--- src/rtl/pinseq_pkg.sv ---
package pinseq_pkg;
  typedef enum logic [2:0] {
    PH_IDLE  = 3'd0,
    PH_WRITE = 3'd1,
    PH_LOW   = 3'd2,
    PH_HIGH  = 3'd3,
    PH_DATA  = 3'd4
  } phase_e;
endpackage

--- src/rtl/pinseq_frame_timer.sv ---
module pinseq_frame_timer
  import pinseq_pkg::*;
#(
  parameter int FRAME_CLKS = 384,
  parameter int IDLE_CLKS  = 18,
  parameter int WIN_CLKS   = 6
) (
  input  logic   clk,
  input  logic   rst_n,
  output phase_e phase,
  output logic   write_entry
);
  localparam int CW   = $clog2(FRAME_CLKS);
  localparam int WR_S = IDLE_CLKS;
  localparam int LO_S = WR_S + WIN_CLKS;
  localparam int HI_S = LO_S + WIN_CLKS;
  localparam int DT_S = HI_S + WIN_CLKS;
  localparam logic [CW-1:0] WR_C   = CW'(WR_S);
  localparam logic [CW-1:0] LO_C   = CW'(LO_S);
  localparam logic [CW-1:0] HI_C   = CW'(HI_S);
  localparam logic [CW-1:0] DT_C   = CW'(DT_S);
  localparam logic [CW-1:0] LAST_C = CW'(FRAME_CLKS - 1);

  logic [CW-1:0] cnt;

  always_ff @(posedge clk or negedge rst_n) begin
    if (!rst_n)            cnt <= WR_C;
    else if (cnt == LAST_C) cnt <= '0;
    else                   cnt <= cnt + 1'b1;
  end

  always_comb begin
    if (cnt < WR_C)      phase = PH_IDLE;
    else if (cnt < LO_C) phase = PH_WRITE;
    else if (cnt < HI_C) phase = PH_LOW;
    else if (cnt < DT_C) phase = PH_HIGH;
    else                 phase = PH_DATA;
  end

  assign write_entry = (cnt == WR_C);
endmodule

--- src/rtl/pinseq_edge_sync.sv ---
module pinseq_edge_sync #(
  parameter int STAGES = 2
) (
  input  logic clk,
  input  logic rst_n,
  input  logic async_in,
  output logic fall
);
  logic [STAGES:0] sh;

  always_ff @(posedge clk or negedge rst_n) begin
    if (!rst_n) sh <= '0;
    else        sh <= {sh[STAGES-1:0], async_in};
  end

  assign fall = sh[STAGES] & ~sh[STAGES-1];
endmodule

--- src/rtl/pinseq_out_shifter.sv ---
module pinseq_out_shifter
  import pinseq_pkg::*;
#(
  parameter int DATA_W = 24
) (
  input  logic              clk,
  input  logic              rst_n,
  input  phase_e            phase,
  input  logic              fall,
  input  logic              sample_valid,
  input  logic [DATA_W-1:0] sample_data,
  output logic              sample_ready,
  output logic              pin_out,
  output logic [$clog2(DATA_W+1)-1:0] bit_idx
);
  localparam int IW = $clog2(DATA_W + 1);
  localparam logic [IW-1:0] TOP_I = IW'(DATA_W - 1);
  localparam logic [IW-1:0] END_I = IW'(DATA_W);

  logic [DATA_W-1:0] dor;
  logic              taken;
  logic              accept;

  assign sample_ready = (phase == PH_WRITE) && !taken;
  assign accept       = sample_ready && sample_valid;

  always_ff @(posedge clk or negedge rst_n) begin
    if (!rst_n) begin
      dor     <= '0;
      taken   <= 1'b0;
      bit_idx <= '0;
    end else begin
      if (accept) dor <= sample_data;
      taken <= (phase == PH_WRITE) ? (taken | accept) : 1'b0;
      if (phase != PH_DATA)          bit_idx <= '0;
      else if (fall && bit_idx < END_I) bit_idx <= bit_idx + 1'b1;
    end
  end

  always_comb begin
    case (phase)
      PH_LOW:  pin_out = 1'b0;
      PH_DATA: pin_out = (bit_idx < END_I) ? dor[TOP_I - bit_idx] : 1'b1;
      default: pin_out = 1'b1;
    endcase
  end
endmodule

--- src/rtl/pinseq_settle.sv ---
module pinseq_settle #(
  parameter int SETTLE_FRAMES = 5
) (
  input  logic clk,
  input  logic rst_n,
  input  logic write_entry,
  output logic settled
);
  localparam int SW = $clog2(SETTLE_FRAMES + 2);
  localparam logic [SW-1:0] LIM = SW'(SETTLE_FRAMES + 1);

  logic [SW-1:0] frames;

  always_ff @(posedge clk or negedge rst_n) begin
    if (!rst_n)                         frames <= '0;
    else if (write_entry && frames != LIM) frames <= frames + 1'b1;
  end

  assign settled = (frames == LIM);
endmodule

--- src/rtl/shared_pin_seq.sv ---
module shared_pin_seq
  import pinseq_pkg::*;
#(
  parameter int DATA_W        = 24,
  parameter int FRAME_CLKS    = 384,
  parameter int IDLE_CLKS     = 18,
  parameter int WIN_CLKS      = 6,
  parameter int SETTLE_FRAMES = 5,
  parameter int SYNC_STAGES   = 2
) (
  input  logic              clk,
  input  logic              rst_n,
  input  logic              sample_valid,
  output logic              sample_ready,
  input  logic [DATA_W-1:0] sample_data,
  input  logic              sclk,
  output logic              pin_out,
  output logic              result_valid_dbg
);
  localparam int IW = $clog2(DATA_W + 1);

  phase_e        phase;
  logic          write_entry;
  logic          fall;
  logic [IW-1:0] bit_idx;

  pinseq_frame_timer #(
    .FRAME_CLKS(FRAME_CLKS), .IDLE_CLKS(IDLE_CLKS), .WIN_CLKS(WIN_CLKS)
  ) u_timer (
    .clk(clk), .rst_n(rst_n), .phase(phase), .write_entry(write_entry)
  );

  pinseq_edge_sync #(.STAGES(SYNC_STAGES)) u_sync (
    .clk(clk), .rst_n(rst_n), .async_in(sclk), .fall(fall)
  );

  pinseq_out_shifter #(.DATA_W(DATA_W)) u_shift (
    .clk(clk), .rst_n(rst_n), .phase(phase), .fall(fall),
    .sample_valid(sample_valid), .sample_data(sample_data),
    .sample_ready(sample_ready), .pin_out(pin_out), .bit_idx(bit_idx)
  );

  pinseq_settle #(.SETTLE_FRAMES(SETTLE_FRAMES)) u_settle (
    .clk(clk), .rst_n(rst_n), .write_entry(write_entry),
    .settled(result_valid_dbg)
  );
endmodule

--- config.mk ---
export PLATFORM = sky130hd
export DESIGN_NAME = shared_pin_seq
export DESIGN_NICKNAME = d
export VERILOG_FILES = /design/src/rtl/pinseq_pkg.sv /design/src/rtl/pinseq_frame_timer.sv /design/src/rtl/pinseq_edge_sync.sv /design/src/rtl/pinseq_out_shifter.sv /design/src/rtl/pinseq_settle.sv /design/src/rtl/shared_pin_seq.sv
export SDC_FILE = /design/constraint.sdc
export NUM_CORES = 1
export LEC_CHECK = 0
export ABC_CLOCK_PERIOD_IN_PS = 5600
export BUFFER_PORTS_ARGS = -buffer_cell sky130_fd_sc_hd__buf_4
export CAP_MARGIN = 40
export CORE_MARGIN = 1.5
export CORE_UTILIZATION = 26
export DETAILED_ROUTE_END_ITERATION = 10
export SLEW_MARGIN = 20
export SYNTH_ARGS = -nofsm -noshare
export SYNTH_HDL_FRONTEND = slang
export SYNTH_SLANG_ARGS = --single-unit
export TNS_END_PERCENT = 100
--- constraint.sdc ---
create_clock -name clk -period 5.6 [get_ports clk]
set_input_delay 0.56 -clock clk [delete_from_list [all_inputs] [get_ports clk]]
set_output_delay 0.56 -clock clk [all_outputs]
set_load 0.02 [all_outputs]
==> results of run 1 <==
## registers in the layout (all words and copies together), names as in the netlist
signal and count:
u_shift.dor 24, u_timer.cnt 9, u_shift.bit_idx 5, u_settle.frames 3, u_sync.sh 3, u_shift.taken 1
## cells in the mapped netlist, drive strengths merged
cell / n
and3: 1
o31a: 1
a311oi: 2
dfrtp: 43
nor3b: 3
o2111ai: 1
mux4: 1
nand2: 7
ha: 5
o211ai: 1
and4: 2
a31oi: 2
a22oi: 2
mux2: 24
nand4b: 1
inv: 4
mux2i: 11
a211oi: 2
xnor2: 6
buf: 4
nand3: 7
nor2b: 2
and2: 1
nor2: 13
nand4: 4
xor2: 5
clkbuf: 2
nor4: 2
dfstp: 2
nor4b: 1
o21ai: 2
a21o: 1
## cell type report
class                   instances  area (um2)
fillers                       783        5249
flip-flops and latches         45        1129
multi-input cells             110       927.1
repair buffers                 32       244.0
well taps                     102       127.6
clock buffers                   7       86.33
clock inverters                 1       30.03
inverters                       4       15.01
## power groups by stage
stage / Sequential, mW / Combinational, mW / Clock, mW
after global routing: 0.426 / 0.205 / 0.277
after floorplan: 0.385 / 0.160 / 0
after CTS: 0.418 / 0.187 / 0.259
final: 0.417 / 0.184 / 0.250
after detailed placement: 0.424 / 0.187 / 0
after global placement: 0.424 / 0.183 / 0
## cells by family after synthesis
group	synth area share
flip-flops	0.5350
AND/OR/NAND/NOR	0.1216
multiplexers	0.1910
AO/OA/AOI/OAI	0.05160
XOR/XNOR	0.04567
buffers and inverters	0.02550
adder cells (fa/ha/maj)	0.02966
## worst min path at each step
stage / start / end / cells after the start
final: rst_n / u_shift.dor[10]$_DFFE_PN0P_ / 1
after global routing: rst_n / u_shift.dor[10]$_DFFE_PN0P_ / 1
after CTS: rst_n / u_shift.bit_idx[2]$_DFFE_PN0P_ / 1
after detailed placement: u_sync.sh[0]$_DFF_PN0_ / u_sync.sh[1]$_DFF_PN0_ / 0
after global placement: u_sync.sh[0]$_DFF_PN0_ / u_sync.sh[1]$_DFF_PN0_ / 0
after floorplan: rst_n / u_settle.frames[0]$_DFFE_PN0P_ / 0
## per-stage QoR
| step | hold WS, ps | area, um2 |
|---|---|---|
| after floorplan | 264.4 | 2110 |
| after global placement | 337.3 | 2431 |
| after detailed placement | 353.7 | 2442 |
| after CTS | 277.3 | 2559 |
| after global routing | 287.7 | 2559 |
| final | 261.7 | 2559 |
## metal layers
layer / track usage / vias up / share of wire
met5: 0 / - / 0
met4: 0.03030 / 0 / 0.012
met3: 0.02846 / 5 / 0.039
met2: 0.1527 / 22 / 0.44
met1: 0.1498 / 648 / 0.51
li1: - / 665 / -
## critical path, delay by kind of cell, from the launching register on
family,cells,cell delay [ps]
flops,1,810
mux,1,580
compound gates,2,340
buf+inv,1,180
==> run summary, run 1 <==
TritonRoute pass-1 iters: 4
drt drc: 0
Area Growth Syn to Fin: 21.29%
top cell type's share of synthesized area: 0.5101
fin nets: 231
Peak VDD IR: 0.1642 mV
crit path kind: reg2out
Mapped Nets: 198
synthesized area: 2110 um2
worst slew pin tran: 723.2 ps
TritonCTS Buffers: 5
crit path capture type: output port
largest area contributor in the netlist: dfrtp_1
routed length per instance: 13.22 um
clock share of power: 0.294
Synthesis Warnings: 0
fin. max-slew vios: 0
Starting Density: 0.2702
most frequent cells in the layout: dfrtp_1, buf_4, mux2_2
Setup TNS: 0 ps
Yosys reg bits: 45
maximum fanout along the worst path: 14
H-tree levels: 2
Finished Core Util: 0.3277
element type at the critical path start: flop
final setup vio count: 0
Vias/cell: 4.452
Die W: 93.08 um
die area: 8663 um2
clk sink count: 45
RSZ-0062 raised after global routing: false
Sequential Power Share: 0.490
Worst-Skew Late Latency: 290 ps
CP Cell Sequence: mux4_2 > o211ai_1 > a31oi_1 > buf_4
IO Pins: 31
Tot GR Track Use: 0.1043
area of the core: 7807 um2
Reg-to-Reg Start: u_timer.cnt[6]$_DFF_PN0_
commonest non-fill, non-tap cell in the layout: dfrtp_1
largest net degree at the start of global routing: 46
Ant. Diodes: 0
CTS tree: built
worst clock skew: 7.798 ps
power share of the combinational group: 0.216
Sw Share: 0.2812
Worst Path Required: 5040 ps
R2R cell count: 5
Data arrival, critical path: 2210 ps
LEAKAGE: 1.128 nW
post_cts resized: 0
Via Count: 1,340
crit path time final: 2769 ps
postcts setup bufs: 0
period utilisation layout: 0.4945
worst hold path type: in2async
total grt overflow: 0
Detailed Place HPWL: 2910 um
first-pass GRT wire length: 7003 um
Final WS setup: 2831 ps
flop2flop setup slack: 3260 ps
placed instance count: 293
Yosys cell types: 37
final wirelength: 3980 um
reg2reg end: u_shift.dor[13]$_DFFE_PN0P_
vias in the first global route: 1,411
Final Hold Vio Count: 0
Power Dens Cells: 332.4 nW/um2
Detail Route Antenna Nets: 0
max-cap viol count: 0
Buffers on Ports: 30
end point of the critical path: pin_out
status: complete, no violations
CTS Hold Buffers Added: 0
Clock transition at path regs: 80 ps
1st-iter DRT viols: 70
crit path launch: u_shift.bit_idx[1]$_DFFE_PN0P_
die height: 93.08 um
Post-Layout Cell Count: 301
overall power: 0.8504 mW
switching pwr: 0.2391 mW
pre-CTS setup slack: 3114 ps
CP peak stage delay: 810 ps
Int Pwr: 0.6113 mW
antenna violations before repair: 0
sequential fraction of the synthesis area: 0.5350
CP max-delay cell: dfrtp_1
share of layout cells above drive strength 1: 0.3417
clk buf depth: 2
Syn Inst Count: 165
Avg Inst Size Synth: 12.78 um2
ranking of synthesized cells by area: dfrtp_1, mux2_2, mux2i_1
gp weighted congestion: 0.7912
clock root buffer: clkbuf_8
Max Fclk: 361.2 MHz
Rel. slew slack: 0.5168
row count: 32
No activity file was read; power rests on OpenSTA's default activity.
==> inputs of run 2 (changes only) <==
--- a/config.mk
+++ b/config.mk
@@ -5,7 +5,7 @@
 export SDC_FILE = /design/constraint.sdc
 export NUM_CORES = 1
 export LEC_CHECK = 0
-export ABC_CLOCK_PERIOD_IN_PS = 5600
+export ABC_CLOCK_PERIOD_IN_PS = 2450
 export BUFFER_PORTS_ARGS = -buffer_cell sky130_fd_sc_hd__buf_4
 export CAP_MARGIN = 40
 export CORE_MARGIN = 1.5
==> constraint.sdc (replaced) <==
create_clock -name clk -period 2.45 [get_ports clk]
set_input_delay 0.245 -clock clk [delete_from_list [all_inputs] [get_ports clk]]
set_output_delay 0.245 -clock clk [all_outputs]
set_load 0.02 [all_outputs]
==> run 2 against run 1 <==
Worst hold slack worse by 200 ps. Clock power up 110%. Critical path depth up 2. Sequential power up 120%. Clock skew down 3.3 ps. Power up 130%. Sequential cell count unchanged. Combinational power rose to 2.7 times the previous value. Setup slack worse by 2600 ps. Wire length up 0.45%. Largest power group unchanged.
==> run summary, run 2 (same netlist as run 1, synthesis figures left out) <==
CP Cell Sequence: ha_4 > nor2b_1 > a22oi_1 > a311oi_1 > a31oi_1 > buf_4
die height: 93.08 um
share of layout cells above drive strength 1: 0.3564
max reg flops: 24
row count: 32
LEAKAGE: 1.141 nW
Max Fclk: 454.2 MHz
crit path time final: 2202 ps
fill count: 787
clock share of power: 0.274
CP peak stage delay: 470 ps
Final Hold Vio Count: 0
R2R cell count: 5
Power Dens Cells: 746.3 nW/um2
Worst Hold Depth: 1
routed length per instance: 13.15 um
Starting Density: 0.2702
commonest non-fill, non-tap cell in the layout: dfrtp_1
grt met3 use: 0.02520
Area Growth Syn to Fin: 23.25%
Peak VDD IR: 0.4239 mV
Worst Path Required: 2200 ps
element type at the critical path start: flop
TritonCTS Buffers: 5
Setup TNS: 0 ps
power share of the combinational group: 0.260
crit path kind: reg2out
Buffers on Ports: 30
Worst-Skew Late Latency: 290 ps
largest net degree at the start of global routing: 46
antenna violations before repair: 0
first-pass GRT wire length: 6913 um
Worst Hold Endpoint: u_sync.sh[0]$_DFF_PN0_
Rel. slew slack: 0.6246
max-cap viol count: 0
CTS tree: built
Vias/cell: 4.507
GR Util met1: 0.1508
Finished Core Util: 0.3330
Tot GR Track Use: 0.1041
flop2flop setup slack: 400 ps
fin nets: 235
H-tree levels: 2
Ant. Diodes: 0
reg2reg end: u_shift.dor[18]$_DFFE_PN0P_
overall power: 1.940 mW
Int Pwr: 1.388 mW
largest registers: u_shift.dor: 24 flops, u_timer.cnt: 9 flops, u_shift.bit_idx: 5 flops
maximum fanout along the worst path: 6
Sw Share: 0.2846
gp weighted congestion: 0.8183
Top reg by flops: u_shift.dor
clk buf depth: 2
most frequent cells in the layout: dfrtp_1, buf_4, mux2_2
die area: 8663 um2
Die W: 93.08 um
final setup vio count: 0
worst slew pin tran: 563.0 ps
CP max-delay cell: dfrtp_1
crit path capture type: output port
Clock transition at path regs: 80 ps
RSZ-0062 raised after global routing: false
final wirelength: 3998 um
drt drc: 0
area of the core: 7807 um2
fin. max-slew vios: 0
period utilisation layout: 0.8987
clock root buffer: clkbuf_8
TritonRoute pass-1 iters: 4
Via Count: 1,370
Data arrival, critical path: 1960 ps
GR Layer Usage met2: 0.1466
worst clock skew: 4.513 ps
hold path start: sclk
IO Pins: 31
status: complete, no violations
switching pwr: 0.5523 mW
vias in the first global route: 1,370
CP delay by family, top: compound AO/OA/AOI/OAI gates
total grt overflow: 0
clk sink count: 45
Detail Route Antenna Nets: 0
Detailed Place HPWL: 2921 um
Sequential Power Share: 0.466
busiest grt layer: met1
Reg-to-Reg Start: u_timer.cnt[6]$_DFF_PN0_
1st-iter DRT viols: 60
Bufs and invs on worst path: 1
worst hold path type: in2reg
[run 2: worst max path at each step]
stage,startpoint,endpoint,slack [ps],depth (start not counted)
after floorplan,u_timer.cnt[2]$_DFF_PN0_,pin_out,410,5
after global placement,u_timer.cnt[6]$_DFF_PN0_,u_shift.dor[6]$_DFFE_PN0P_,450,5
after detailed placement,u_timer.cnt[6]$_DFF_PN0_,u_shift.dor[18]$_DFFE_PN0P_,410,5
after CTS,u_shift.bit_idx[3]$_DFFE_PN0P_,pin_out,170,6
after global routing,u_shift.bit_idx[3]$_DFFE_PN0P_,pin_out,40,6
final,u_shift.bit_idx[3]$_DFFE_PN0P_,pin_out,250,6
[run 2: routing by layer]
| layer | up-vias | routed length, um | part of all wire |
|---|---|---|---|
| li1 | 666 | - | - |
| met1 | 673 | 1993 | 0.50 |
| met2 | 25 | 1759 | 0.44 |
| met3 | 6 | 186 | 0.047 |
| met4 | 0 | 59 | 0.015 |
| met5 | - | 0 | 0 |
[run 2: power groups by stage]
stage                     logic, mW  registers [mW]  clock network, mW
after global routing          0.566           0.924              0.578
after detailed placement      0.508           0.916                  0
after CTS                     0.509           0.902              0.554
after floorplan               0.365           0.879                  0
final                         0.504           0.905              0.532
after global placement        0.502           0.914                  0
[run 2: repair_timing]
item                                    4_1_cts  5_1_grt
buffers inserted                              0        0
endpoints found under the setup margin        0        1
hold buffers                                  1        0
gates resized for setup                       0        1
hold endpoints to repair                     43        0
[run 2: worst reg2reg max path: cells and delay by family (launching register included)]
family	cells	cell delay [ps]
flops	1	470
compound gates	1	230
simple gates	2	660
buf+inv	1	210
mux	1	370
[run 2: final cells by class]
type	count	area, um2	area share
Sequential cell	45	1129	0.4341
Multi-Input combinational cell	110	939.7	0.3614
Timing Repair Buffer	36	285.3	0.1097
Tap cell	102	127.6	0.04909
Clock buffer	5	68.82	0.02647
Clock inverter	2	35.03	0.01347
Inverter	4	15.01	0.005775
[run 2: per-stage QoR]
step                hold WS (ps)  worst slack, ps  cells  instance area (um2)
finish                     61.26            248.3    304                 2600
global route               46.75            35.43    304                 2600
CTS                        55.34            168.2    304                 2587
detailed placement         285.2            412.9    296                 2474
global placement           289.9            446.7    296                 2474
floorplan                 -50.59            414.6    165                 2110
==> inputs of run 3 (changes only) <==
--- a/config.mk
+++ b/config.mk
@@ -8,9 +8,11 @@
 export ABC_CLOCK_PERIOD_IN_PS = 2450
 export BUFFER_PORTS_ARGS = -buffer_cell sky130_fd_sc_hd__buf_4
 export CAP_MARGIN = 40
-export CORE_MARGIN = 1.5
+export CORE_MARGIN = 3
 export CORE_UTILIZATION = 26
+export CTS_CLUSTER_DIAMETER = 80
 export DETAILED_ROUTE_END_ITERATION = 10
+export PLACE_DENSITY = 0.47
 export SLEW_MARGIN = 20
 export SYNTH_ARGS = -nofsm -noshare
 export SYNTH_HDL_FRONTEND = slang
==> run 3 against run 2 <==
Sequential cell count is the same. Final cell count grew 0.33%. Register-to-register slack is essentially flat. Final area shrank 1.3%. First-iteration DRC count grew 43%. Sequential share of layout area grew 0.55 points. Non-clock buffer count is the same. Critical endpoint unchanged. Highest routed layer unchanged.
==> run summary, run 3 (same netlist as run 1, synthesis figures left out) <==
Ant. Diodes: 0
TritonRoute pass-1 iters: 4
worst hold path type: in2reg
Worst Path Required: 2200 ps
crit path capture type: output port
clock root buffer: clkbuf_8
maximum fanout along the worst path: 6
max-cap viol count: 0
row count: 32
drt drc: 0
Vias/cell: 4.456
Detailed Place HPWL: 2994 um
Setup TNS: 0 ps
Area Growth Syn to Fin: 21.71%
postcts setup bufs: 0
H-tree levels: 2
CP Cell Sequence: ha_1 > nor2b_1 > a22oi_1 > a311oi_1 > a31oi_1 > buf_4
area of the multi-input gates: 927.1 um2
LEAKAGE: 1.128 nW
Via Count: 1,359
crit path kind: reg2out
Peak VDD IR: 0.2371 mV
Detail Route Antenna Nets: 0
vias in the first global route: 1,397
largest net degree at the start of global routing: 46
IO Pins: 31
first-pass GRT wire length: 7251 um
TritonCTS Buffers: 5
largest registers: u_shift.dor: 24 flops, u_timer.cnt: 9 flops, u_shift.bit_idx: 5 flops
share of layout cells above drive strength 1: 0.3448
Rel. slew slack: 0.6086
Clock transition at path regs: 90 ps
crit path time final: 2290 ps
worst clock skew: 11.95 ps
Data arrival, critical path: 2050 ps
Die W: 96.08 um
final wirelength: 4193 um
worst slew pin tran: 587.2 ps
clk buf depth: 2
die area: 9230 um2
commonest non-fill, non-tap cell in the layout: dfrtp_1
Finished Core Util: 0.3288
fill count: 799
Starting Density: 0.2702
antenna violations before repair: 0
Final Hold Vio Count: 0
Buffers on Ports: 30
register area: 1129 um2
period utilisation layout: 0.9347
Max Fclk: 436.7 MHz
Worst-Skew Late Latency: 300 ps
Top reg by flops: u_shift.dor
fin nets: 235
element type at the critical path start: flop
routed length per instance: 13.75 um
Tot GR Track Use: 0.1053
CP max-delay cell: dfrtp_1
gp weighted congestion: 0.7257
fin. max-slew vios: 0
status: complete, no violations
total grt overflow: 0
CP peak stage delay: 460 ps
RSZ-0062 raised after global routing: false
1st-iter DRT viols: 86
max reg flops: 24
clk sink count: 45
Power Dens Cells: 722.2 nW/um2
area of the core: 7807 um2
most frequent cells in the layout: dfrtp_1, buf_4, mux2_2
final setup vio count: 0
CTS tree: built
die height: 96.08 um
## run 3: layout make-up
| type | instances | share of cell area |
|---|---|---|
| Sequential cell | 45 | 0.4396 |
| Multi-Input combinational cell | 110 | 0.3611 |
| Timing Repair Buffer | 36 | 0.1111 |
| Tap cell | 102 | 0.04971 |
| Clock buffer | 7 | 0.02973 |
| Inverter | 4 | 0.005848 |
| Clock inverter | 1 | 0.002924 |
## run 3: metal layers
metal / share of wire / vias up / GRT usage
met1: 0.49 / 652 / 0.1471
met3: 0.058 / 8 / 0.03284
met5: 0 / - / 0
met4: 0.024 / 0 / 0.04265
li1: - / 669 / -
met2: 0.43 / 30 / 0.1501
## run 3: what timing repair did
action,4_1_cts,5_1_grt
gates resized for setup,0,0
setup endpoints to repair,0,0
endpoints found under the hold margin,43,0
hold buffers,1,0
## run 3: path summary, 6_finish.rpt
| path | from | to | slack, ps | depth (start not counted) |
|---|---|---|---|---|
| max in group asynchronous | rst_n | u_shift.dor[20]$_DFFE_PN0P_ | 1560 | 2 |
| min in group asynchronous | rst_n | u_shift.bit_idx[4]$_DFFE_PN0P_ | 490 | 2 |
| worst min register to register | u_sync.sh[0]$_DFF_PN0_ | u_sync.sh[1]$_DFF_PN0_ | 350 | 0 |
| worst max-delay path | u_shift.bit_idx[3]$_DFFE_PN0P_ | pin_out | 160 | 6 |
| worst min-delay path | sclk | u_sync.sh[0]$_DFF_PN0_ | 60 | 1 |
| worst max register to register | u_timer.cnt[6]$_DFF_PN0_ | u_shift.dor[19]$_DFFE_PN0P_ | 410 | 5 |
## run 3: critical path, delay by kind of cell (launching register included)
kind	cells	cell delay, ps
buf+inv	1	180
compound gates	3	510
flops	1	460
simple gates	1	190
fa+ha+maj	1	400
## run 3: where the power goes
part	internal, mW	switching, mW	total (mW)
Combinational	0.261	0.217	0.478
Clock	0.202	0.253	0.456
Sequential	0.824	0.0966	0.921
Total	1.29	0.567	1.85
## run 3: per-stage QoR
stage               worst slack (ps)  total power, mW  instance area, um2  hold WS [ps]  std cells
finish                         159.9            1.854                2567         60.45        305
global route                   3.633            1.978                2567         47.18        305
CTS                            161.1            1.887                2567         53.22        305
detailed placement             394.1            1.421                2474         301.2        296
global placement               407.3            1.421                2474         306.7        296
floorplan                      414.6            1.244                2110        -50.59        165
